==> src/rtl/seqcell_pkg.sv <==
package seqcell_pkg;
   localparam int MODE_W   = 4;
   localparam int CTRL_W   = 8;
   localparam int BIT_CLR  = 0;
   localparam int BIT_EN   = 1;
   localparam int BIT_STBY = 6;

   typedef enum logic [MODE_W-1:0] {
      MODE_OFF  = 4'd0,
      MODE_DFF  = 4'd1,
      MODE_JK   = 4'd2,
      MODE_DLAT = 4'd3,
      MODE_RS   = 4'd4
   } seq_mode_e;

   function automatic logic is_storage(input logic [MODE_W-1:0] m);
      return (m == MODE_DFF) || (m == MODE_JK) || (m == MODE_DLAT) || (m == MODE_RS);
   endfunction

   // next state for a storage mode; a = even input, b = odd input
   function automatic logic next_state(input logic [MODE_W-1:0] m,
                                       input logic st, input logic a, input logic b);
      logic r;
      r = st;
      case (m)
         MODE_DFF:  r = b ? 1'b0 : a;
         MODE_JK:   case ({a, b})
                       2'b00: r = st;
                       2'b01: r = 1'b0;
                       2'b10: r = 1'b1;
                       default: r = ~st;
                    endcase
         MODE_DLAT: r = b ? a : st;
         MODE_RS:   r = b ? 1'b0 : (a ? 1'b1 : st);
         default:   r = st;
      endcase
      return r;
   endfunction
endpackage

==> src/rtl/seqcell_ctrl.sv <==
module seqcell_ctrl
   import seqcell_pkg::*;
#(
   parameter int W = CTRL_W
) (
   input  logic         clk,
   input  logic         rst_n,
   input  logic         wr_i,
   input  logic [W-1:0] wdata_i,
   output logic [W-1:0] rdata_o,
   output logic         en_o,
   output logic         clr_o
);
   generate
      if (W <= BIT_STBY) begin : g_bad_w
         $error("seqcell_ctrl: W too small for the control bits");
      end
   endgenerate

   logic en_q, stby_q;

   assign clr_o = wr_i & wdata_i[BIT_CLR];

   always_ff @(posedge clk or negedge rst_n) begin
      if (!rst_n) begin
         en_q   <= 1'b0;
         stby_q <= 1'b0;
      end else if (clr_o) begin
         en_q   <= 1'b0;
         stby_q <= 1'b0;
      end else if (wr_i) begin
         en_q   <= wdata_i[BIT_EN];
         stby_q <= wdata_i[BIT_STBY];
      end
   end

   always_comb begin
      rdata_o           = '0;
      rdata_o[BIT_EN]   = en_q;
      rdata_o[BIT_STBY] = stby_q;
   end

   assign en_o = en_q;

   AST_CLR_DROPS_EN: assert property (@(posedge clk) disable iff (!rst_n)
      clr_o |=> (!en_o && rdata_o == '0));
   AST_NO_WRITE_KEEPS: assert property (@(posedge clk) disable iff (!rst_n)
      !wr_i |=> $stable(rdata_o));
endmodule

==> src/rtl/seqcell_core.sv <==
module seqcell_core
   import seqcell_pkg::*;
(
   input  logic              clk,
   input  logic              rst_n,
   input  logic              en_i,
   input  logic              clr_i,
   input  logic [MODE_W-1:0] mode_i,
   input  logic              even_i,
   input  logic              odd_i,
   output logic              q_o
);
   logic state_q;
   logic state_d;
   logic store;

   assign store   = is_storage(mode_i);
   assign state_d = next_state(mode_i, state_q, even_i, odd_i);

   always_ff @(posedge clk or negedge rst_n) begin
      if (!rst_n)
         state_q <= 1'b0;
      else if (clr_i)
         state_q <= 1'b0;
      else if (en_i && store)
         state_q <= state_d;
   end

   assign q_o = store ? state_q : even_i;

   AST_CLR_EMPTIES: assert property (@(posedge clk) disable iff (!rst_n)
      clr_i |=> !state_q);
   AST_HOLD_WHEN_OFF: assert property (@(posedge clk) disable iff (!rst_n)
      (!en_i && !clr_i) |=> $stable(state_q));
   AST_DFF_CLEAR: assert property (@(posedge clk) disable iff (!rst_n)
      (en_i && !clr_i && mode_i == MODE_DFF && odd_i) |=> !state_q);
   AST_JK_TOGGLE: assert property (@(posedge clk) disable iff (!rst_n)
      (en_i && !clr_i && mode_i == MODE_JK && even_i && odd_i) |=> state_q != $past(state_q));
   AST_LATCH_CLOSED: assert property (@(posedge clk) disable iff (!rst_n)
      (en_i && !clr_i && mode_i == MODE_DLAT && !odd_i) |=> $stable(state_q));
   AST_RS_RESET_WINS: assert property (@(posedge clk) disable iff (!rst_n)
      (en_i && !clr_i && mode_i == MODE_RS && odd_i) |=> !state_q);
endmodule

==> src/rtl/seqcell_pair.sv <==
module seqcell_pair
   import seqcell_pkg::*;
#(
   parameter int NUM_CELLS = 2
) (
   input  logic                        clk,
   input  logic                        rst_n,
   input  logic                        ctl_wr,
   input  logic [CTRL_W-1:0]           ctl_wdata,
   output logic [CTRL_W-1:0]           ctl_rdata,
   input  logic [NUM_CELLS*MODE_W-1:0] seq_mode,
   input  logic [NUM_CELLS-1:0]        lut_even,
   input  logic [NUM_CELLS-1:0]        lut_odd,
   output logic [NUM_CELLS-1:0]        seq_out
);
   generate
      if (NUM_CELLS < 1) begin : g_bad_n
         $error("seqcell_pair: NUM_CELLS must be at least 1");
      end
   endgenerate

   logic en, clr;

   seqcell_ctrl #(.W(CTRL_W)) u_ctrl (
      .clk    (clk),
      .rst_n  (rst_n),
      .wr_i   (ctl_wr),
      .wdata_i(ctl_wdata),
      .rdata_o(ctl_rdata),
      .en_o   (en),
      .clr_o  (clr)
   );

   for (genvar i = 0; i < NUM_CELLS; i++) begin : g_cell
      seqcell_core u_cell (
         .clk   (clk),
         .rst_n (rst_n),
         .en_i  (en),
         .clr_i (clr),
         .mode_i(seq_mode[i*MODE_W +: MODE_W]),
         .even_i(lut_even[i]),
         .odd_i (lut_odd[i]),
         .q_o   (seq_out[i])
      );
   end
endmodule

==> config.mk <==
export PLATFORM = sky130hd
export DESIGN_NAME = seqcell_pair
export DESIGN_NICKNAME = d
export VERILOG_FILES = /design/src/rtl/seqcell_pkg.sv /design/src/rtl/seqcell_ctrl.sv /design/src/rtl/seqcell_core.sv /design/src/rtl/seqcell_pair.sv
export SDC_FILE = /design/constraint.sdc
export NUM_CORES = 1
export LEC_CHECK = 0
export BUFFER_PORTS_ARGS = -buffer_cell sky130_fd_sc_hd__buf_4
export CAP_MARGIN = 20
export CORE_AREA = 4 4 41 43
export CTS_CLUSTER_SIZE = 30
export DETAILED_ROUTE_END_ITERATION = 7
export DIE_AREA = 0 0 45 47
export HOLD_SLACK_MARGIN = 0.05
export PLACE_DENSITY_LB_ADDON = 0.05
export RECOVER_POWER = 25
export SYNTH_ARGS = -nofsm -noshare
export SYNTH_HDL_FRONTEND = slang
export SYNTH_SLANG_ARGS = --single-unit
==> constraint.sdc <==
create_clock -name clk -period 3.02 [get_ports clk]
set_clock_uncertainty 0.05 [all_clocks]
set_input_delay 0.604 -clock clk [delete_from_list [all_inputs] [get_ports clk]]
set_output_delay 0.604 -clock clk [all_outputs]
set_load 0.005 [all_outputs]
### Yosys cells after proc, flatten, opt, wreduce, memory -nomap -nowiden

Index checks and enable logic that the tools add are counted.
W data, S select, Z words.

* register bits: 4
* input bits: 23
* output and inout port bits: 10
* logic and storage cells: 64

* equal/unequal tests: 18
* multiplexer cells: 22
* bitwise logic cells: 3
* reductions and logical operators: 17

Operator list (count)
* $mux W1: 18
* $eq A4 B2 Y1 const B: 4
* $ne A3 B3 Y1 const B: 4
* $reduce_and A5 Y1: 2
* $reduce_bool A5 Y1: 2
* $eq A4 B1 Y1 const B: 2
* $eq A4 B3 Y1 const B: 2
* $ne A4 B4 Y1 const B: 2
* $pmux W1 S4: 2
* $logic_or A1 B1 Y1: 6
* $pmux W1 S3: 2
* $reduce_bool A2 Y1: 3
* $eq A2 B1 Y1 const B: 2
* $eq A2 B2 Y1 const B: 2
* $logic_not A2 Y1: 2
* $logic_and A1 B1 Y1: 2
* $not A1 Y1: 2
* $and A1 B1 Y1: 1

### Depth between registers and ports, before layout

Gate-level depths: netlist (run 1).

* word-level depth: 7
* mapped depth: 7
* depth with buffers taken out: 7

### Modules after synthesis

From an unflattened synthesis (run 1), not the netlist that was laid out.

* cell total of the unflattened synthesis: 74
* area, all modules: 636.9 um^2

By module, submodules not included
* seqcell_core: instances 2, cells an instance 29, area each 240.2 um^2, seq. area each 25.0 um^2
* seqcell_ctrl: instances 1, cells an instance 16, area each 156.4 um^2, seq. area each 50.0 um^2

### Worst setup path after synthesis (run 1)

OpenSTA, ideal clock, no wires.

* path type: input to output
* start point: input port seq_mode[4]
* end point: output port seq_out[1]
* arrival: 1.579 ns
* required time: 2.366 ns
* path slack: 0.787 ns
* stages on the path: 4
* buffers on the path: 1
* path through: or3b_1 a21o_2 mux2_2 buf_4

* longest elaborated chain between the ends: 5
* elaborated cells between the ends (all ways): 8
* those cells by class: eq/ne (4); mux (1); reduce/logical (3)

Ends and longest elaborated chain
* start, declared: RTL line seqcell_pair.sv:11 `input logic [NUM_CELLS*MODE_W-1:0] seq_mode,`
* $eq A4 B1 Y1 / $eq A4 B2 Y1 (equally long branches): RTL line seqcell_pkg.sv:17 `return (m == MODE_DFF) || (m == MODE_JK) || (m == MODE_DLAT) || (m == MODE_RS);`
* $logic_or A1 B1 Y1 (2 in series): RTL line seqcell_pkg.sv:17
* $logic_or A1 B1 Y1 (*): RTL line seqcell_pkg.sv:17
* $mux W1 (*): RTL line seqcell_core.sv:29 `assign q_o = store ? state_q : even_i;`
* end, declared: RTL line seqcell_pair.sv:14 `output logic [NUM_CELLS-1:0] seq_out`

Mark *: on every way between the ends. The rest lies on a longest branch, timed or not.

### Final worst setup path (run 1)

Same ends and word-level chain as after synthesis.

==> results of run 1 <==
-- cell families (layout without fill, tap and decap cells) --
kind of cell,after synthesis,count (layout),share of synthesized area (%)
AO/OA/AOI/OAI,22,22,29.9
buffers and inverters,20,34,20.1
AND/OR/NAND/NOR,17,17,17.2
adder cells (fa/ha/maj),4,4,8.93
flip-flops,4,4,17.9
multiplexers,2,2,3.79
other,1,6,0.669
XOR/XNOR,1,1,1.56
-- synthesized netlist by cell type, drive strengths merged (3+ instances only) --
cell type / n
inv: 10
nand2: 3
ha: 4
nor4b: 3
a211oi: 4
o22ai: 3
buf: 10
a21oi: 5
dfrtp: 4
nor2: 6
-- critical path: stages --
cell and delay, ns:
buf_4 0.13, or3b_1 0.41, a21o_2 0.21, mux2_2 0.27
buf_4 0.13
-- stage by stage --
step	hold slack [ns]	cells	setup WS [ns]
6_report	0.147	105	0.594
3_5_place_dp	0.355	102	0.589
5_1_grt	0.148	105	0.572
3_3_place_gp	0.354	102	0.601
4_1_cts	0.101	105	0.590
2_1_floorplan	0.258	76	0.787
-- power groups by stage --
stage / combinational [mW] / sequential [mW] / clock [mW]
finish: 0.0737 / 0.0618 / 0.0658
global route: 0.0835 / 0.0626 / 0.0705
CTS: 0.0749 / 0.0620 / 0.0687
detailed placement: 0.0745 / 0.0626 / 0
global placement: 0.0739 / 0.0624 / 0
floorplan: 0.0481 / 0.0615 / 0
-- flip-flops by register name, summed over array words and instances (netlist names) --
name,count
g_cell.u_cell.state_q,2
u_ctrl.en_o,1
u_ctrl.stby_q,1
-- area by class of cell --
class | count | share of cell area [%]
multi-input combinational | 52 | 52.4
sequential | 4 | 14.3
timing repair buffer | 21 | 22.0
inverter | 10 | 5.37
tap | 15 | 2.68
clock buffer | 3 | 3.22
-- path summary, 6_finish.rpt --
path,startpoint,end,slack [ns],depth (start not counted)
min in group clk,u_ctrl.stby_q,u_ctrl.stby_q,0.49,2
setup / recovery,seq_mode[4],seq_out[1],0.59,5
max in group asynchronous,rst_n,g_cell[0].u_cell.state_q,2.58,1
hold reg to reg,u_ctrl.stby_q,u_ctrl.stby_q,0.49,2
hold / removal,rst_n,g_cell[1].u_cell.state_q,0.15,1
setup reg to reg,g_cell[1].u_cell.state_q,g_cell[1].u_cell.state_q,1.67,5
-- cell usage in the layout, fill, tap and decap left out, types with 3 or more instances in the layout --
master,n
a211oi_1,3
a21oi_1,5
buf_4,20
clkbuf_4,3
conb_1,6
dfrtp_1,4
ha_1,4
inv_1,10
nand2_1,3
nor2_1,6
nor4b_1,3
o22ai_1,3
-- metal layers --
layer / track usage, % / vias to the layer above / share of wire, %
met4: 3.51 / 0 / 0
li1: - / 278 / -
met1: 14.4 / 237 / 45
met2: 20.6 / 19 / 48
met5: 0 / - / 0
met3: 5.75 / 0 / 7.0
==> impl_metrics.ini, run 1 <==
[worst_setup_path]
path_class = in -> out
arrival_ns = 1.77
worst_setup_path_start_kind = primary input
path_max_fanout = 7
cp.required_ns = 2.37
critPathCaptureType = primary output

[yosys]
ys_dominant_reg_cell = dfrtp_1
synth_area_leaders = dfrtp_1 18%, buf_4 13%, ha_1 8.9%
synth-edff-count = 0
synth_top_area_share_pct = 17.9
synth_warnings = 0
yosysUniqueCellTypes = 30
avgSynthCellArea_um2 = 7.89
netlist_area_um2 = 561
ys_seq_elements = 4
synth_area_leader_cell = dfrtp_1
async_flop_share_pct = 100
ys_seq_area_share_pct = 17.9
synthCells = 71

[routing]
drt_iter0_drc = 4
via_per_inst = 5.09
dr.pass1.iters = 4
antenna_left = 0
avgRoutedWirePerCell_um = 11.4
route.detailed.drc = 0
wirelength_um = 1200
vias = 534

[timing]
setup_tns_ns = 0
timing.fmax_mhz = 412
rsz0062_at_grt = false
period_minus_slack_ns = 2.43
hold_viol = 0
finalSetupViolations = 0
slew_violations = 0
timing.final.crit_share_pct = 80.3

[final_layout]
stdcell_area_um2 = 699
nNetsFinal = 119
antenna_cells = 0
area_delta_synth_final_pct = 24.8
drive_gt1_share_pct = 28.9
multiInputGateArea_um2 = 367
utilization_pct = 53.8
fillers = 134
seqCellArea_um2 = 100

[cts]
cts_hold_buf = 0
cts_resized = 0
insertion_delay_ns = 0.23
clk_path_buf_depth = 2
cts.sinks = 4
cts_made_buffers = 3
cts_root_buf = clkbuf_4
cts_tree = yes
cts.clk_slew.worst_paths_ns = 0.04
htree_levels = 1
cts_setup_buffers = 0

[floorplan]
die_y_um = 47
io_pins = 33
rows = 13
dieArea_mm2 = 0.00212
core_mm2 = 0.00130
initial_core_util_pct = 43.1
die_w_um = 45

[placed_design]
routabilityCongestion = 0.803
post-dp-hpwl_um = 993
place_area_um2 = 681
io_buffers = 21

[pwr]
p_clk_share_pct = 32.7
p_int_mw = 0.142
power.share.combinational_pct = 36.6
p_sw_mw = 0.0597
switching_share_pct = 29.7
leakagePower_nw = 0.345
seq_power_share_pct = 30.7
irDropWorstVdd_mv = 0.217
total_power_mw = 0.201
powerDensity_mw_per_mm2 = 288

[grt]
grt_pass1_wl_um = 1900
grt_pass1_vias = 475
grt_max_degree = 8
antenna_found_initial = 0
grt_overflow_total = 0
gr-usage-all-layers_pct = 12.4

[outcome]
status = complete, no violations

[run]
maxCapViolCount = 0

[hold_path]
min_path_type = in -> async
Note: power is estimated with default switching activity, not from simulation.
==> inputs of run 2 (changes only) <==
CORE_AREA = default   (was 4 4 41 43)
CORE_MARGIN = 4   (was default)
CORE_UTILIZATION = 42   (was default)
DIE_AREA = default   (was 0 0 45 47)
clock period = 2.26 ns   (was 3.02 ns; I/O delays follow)
==> impl_metrics.ini, run 2 (synthesized netlist as in run 1, its figures left out) <==
[routing]
route.detailed.drc = 0
antenna_left = 0
avgRoutedWirePerCell_um = 11.4
via_per_inst = 5.25
drt_iter0_drc = 5
dr.pass1.iters = 4
vias = 551
wirelength_um = 1190

[floorplan]
dieArea_mm2 = 0.00198
initial_core_util_pct = 47.3
core_mm2 = 0.00119
die_y_um = 44.5
rows = 12
io_pins = 33
die_w_um = 44.5

[hold_path]
min_path_type = in -> reg

[timing]
finalSetupViolations = 0
period_minus_slack_ns = 2.10
tightest_slew_ns = 0.489
timing.fmax_mhz = 477
rsz0062_at_grt = false
setup_slack_ns = 0.162
timing.final.crit_share_pct = 92.9
slew_violations = 0
setup_tns_ns = 0
hold_viol = 0
slew_headroom_pct = 67.0

[cts]
cts_root_buf = clkbuf_4
clk_path_buf_depth = 2
cts.clk_slew.worst_paths_ns = 0.04
cts_made_buffers = 3
cts_hold_buf = 1
cts_tree = yes
cts_setup_buffers = 0
cts_resized = 0
htree_levels = 1
insertion_delay_ns = 0.23
cts.sinks = 4

[worst_setup_path]
arrival_ns = 1.60
cpMostUsedCell = buf_4
critPathCaptureType = primary output
slowest_stage = or3b_1
path_max_fanout = 7
path_cells = buf_4, or3b_1, a21o_2, mux2_2, buf_4
path_class = in -> out
cp.required_ns = 1.76
worst_setup_path_start_kind = primary input
critPathMaxStageDelay_ns = 0.41

[placed_design]
routabilityCongestion = 0.701
pre_cts_ws_ns = 0.166
place_area_um2 = 679
io_buffers = 21
post-dp-hpwl_um = 999

[grt]
grt_overflow_total = 0
antenna_found_initial = 0
grt_pass1_wl_um = 2060
grt_max_degree = 8
grt_pass1_vias = 532
gr-usage-all-layers_pct = 13.8

[final_layout]
stdcell_area_um2 = 708
largest_reg_flops = 2
antenna_cells = 0
nNetsFinal = 120
most-common-layout-cells = 20 x buf_4, 10 x inv_1, 6 x nor2_1, 6 x conb_1, 5 x a21oi_1
layout_commonest_cell = buf_4
area_delta_synth_final_pct = 26.3
regMostFlops = g_cell.u_cell.state_q
drive_gt1_share_pct = 28.6

[outcome]
status = complete, no violations

[pwr]
irDropWorstVdd_mv = 0.180
powerDensity_mw_per_mm2 = 383
total_power_mw = 0.272
leakagePower_nw = 0.349

[run]
maxCapViolCount = 0
==> run 2: cell types whose count changed in the layout (fill, tap and decap cells not counted), sizes merged <==
cell | before | now
dlygate4sd3 | 0 | 1
==> run 2: area by class of cell <==
class | instances | area (um2)
sequential | 4 | 100
fill | 119 | 478
tap | 14 | 17.5
inverter | 10 | 37.5
clock buffer | 3 | 22.5
timing repair buffer | 22 | 164
multi-input combinational | 52 | 367
==> run 2: layer usage <==
metal,track usage (%),vias to the layer above,routed length (um)
met3,3.66,0,78
met4,8.43,0,0
li1,-,282,-
met1,15.6,251,506
met2,22.9,18,607
met5,0,-,0
==> run 2: worst max-delay path, delay by kind of cell <==
family,cells,cell delay (ns)
compound gates,1,0.21
buf+inv,2,0.26
mux,1,0.26
simple gates,1,0.41
==> run 2: final timing paths <==
check,start,endpoint,slack [ns],cells after the start
worst max-delay path,seq_mode[4],seq_out[1],0.16,5
worst min-delay path,ctl_wdata[0],g_cell[1].u_cell.state_q,0.38,2
worst max register to register,g_cell[1].u_cell.state_q,g_cell[1].u_cell.state_q,0.90,5
worst min register to register,u_ctrl.stby_q,u_ctrl.stby_q,0.49,2
max in group asynchronous,rst_n,g_cell[0].u_cell.state_q,1.44,2
min in group asynchronous,rst_n,u_ctrl.stby_q,0.53,2
==> run 2: per-stage QoR <==
step	cells	util, %	hold slack (ns)
floorplan	76	-	0.106
global placement	101	57.3	0.200
detailed placement	101	57.3	0.201
CTS	105	60.0	0.370
global route	105	59.7	0.368
finish	105	59.7	0.380
==> run 2: where the power goes <==
group | total [mW] | internal [mW] | switching, mW
clock | 0.0890 | 0.0594 | 0.0296
combinational | 0.0999 | 0.0530 | 0.0469
sequential | 0.0827 | 0.0780 | 0.00464
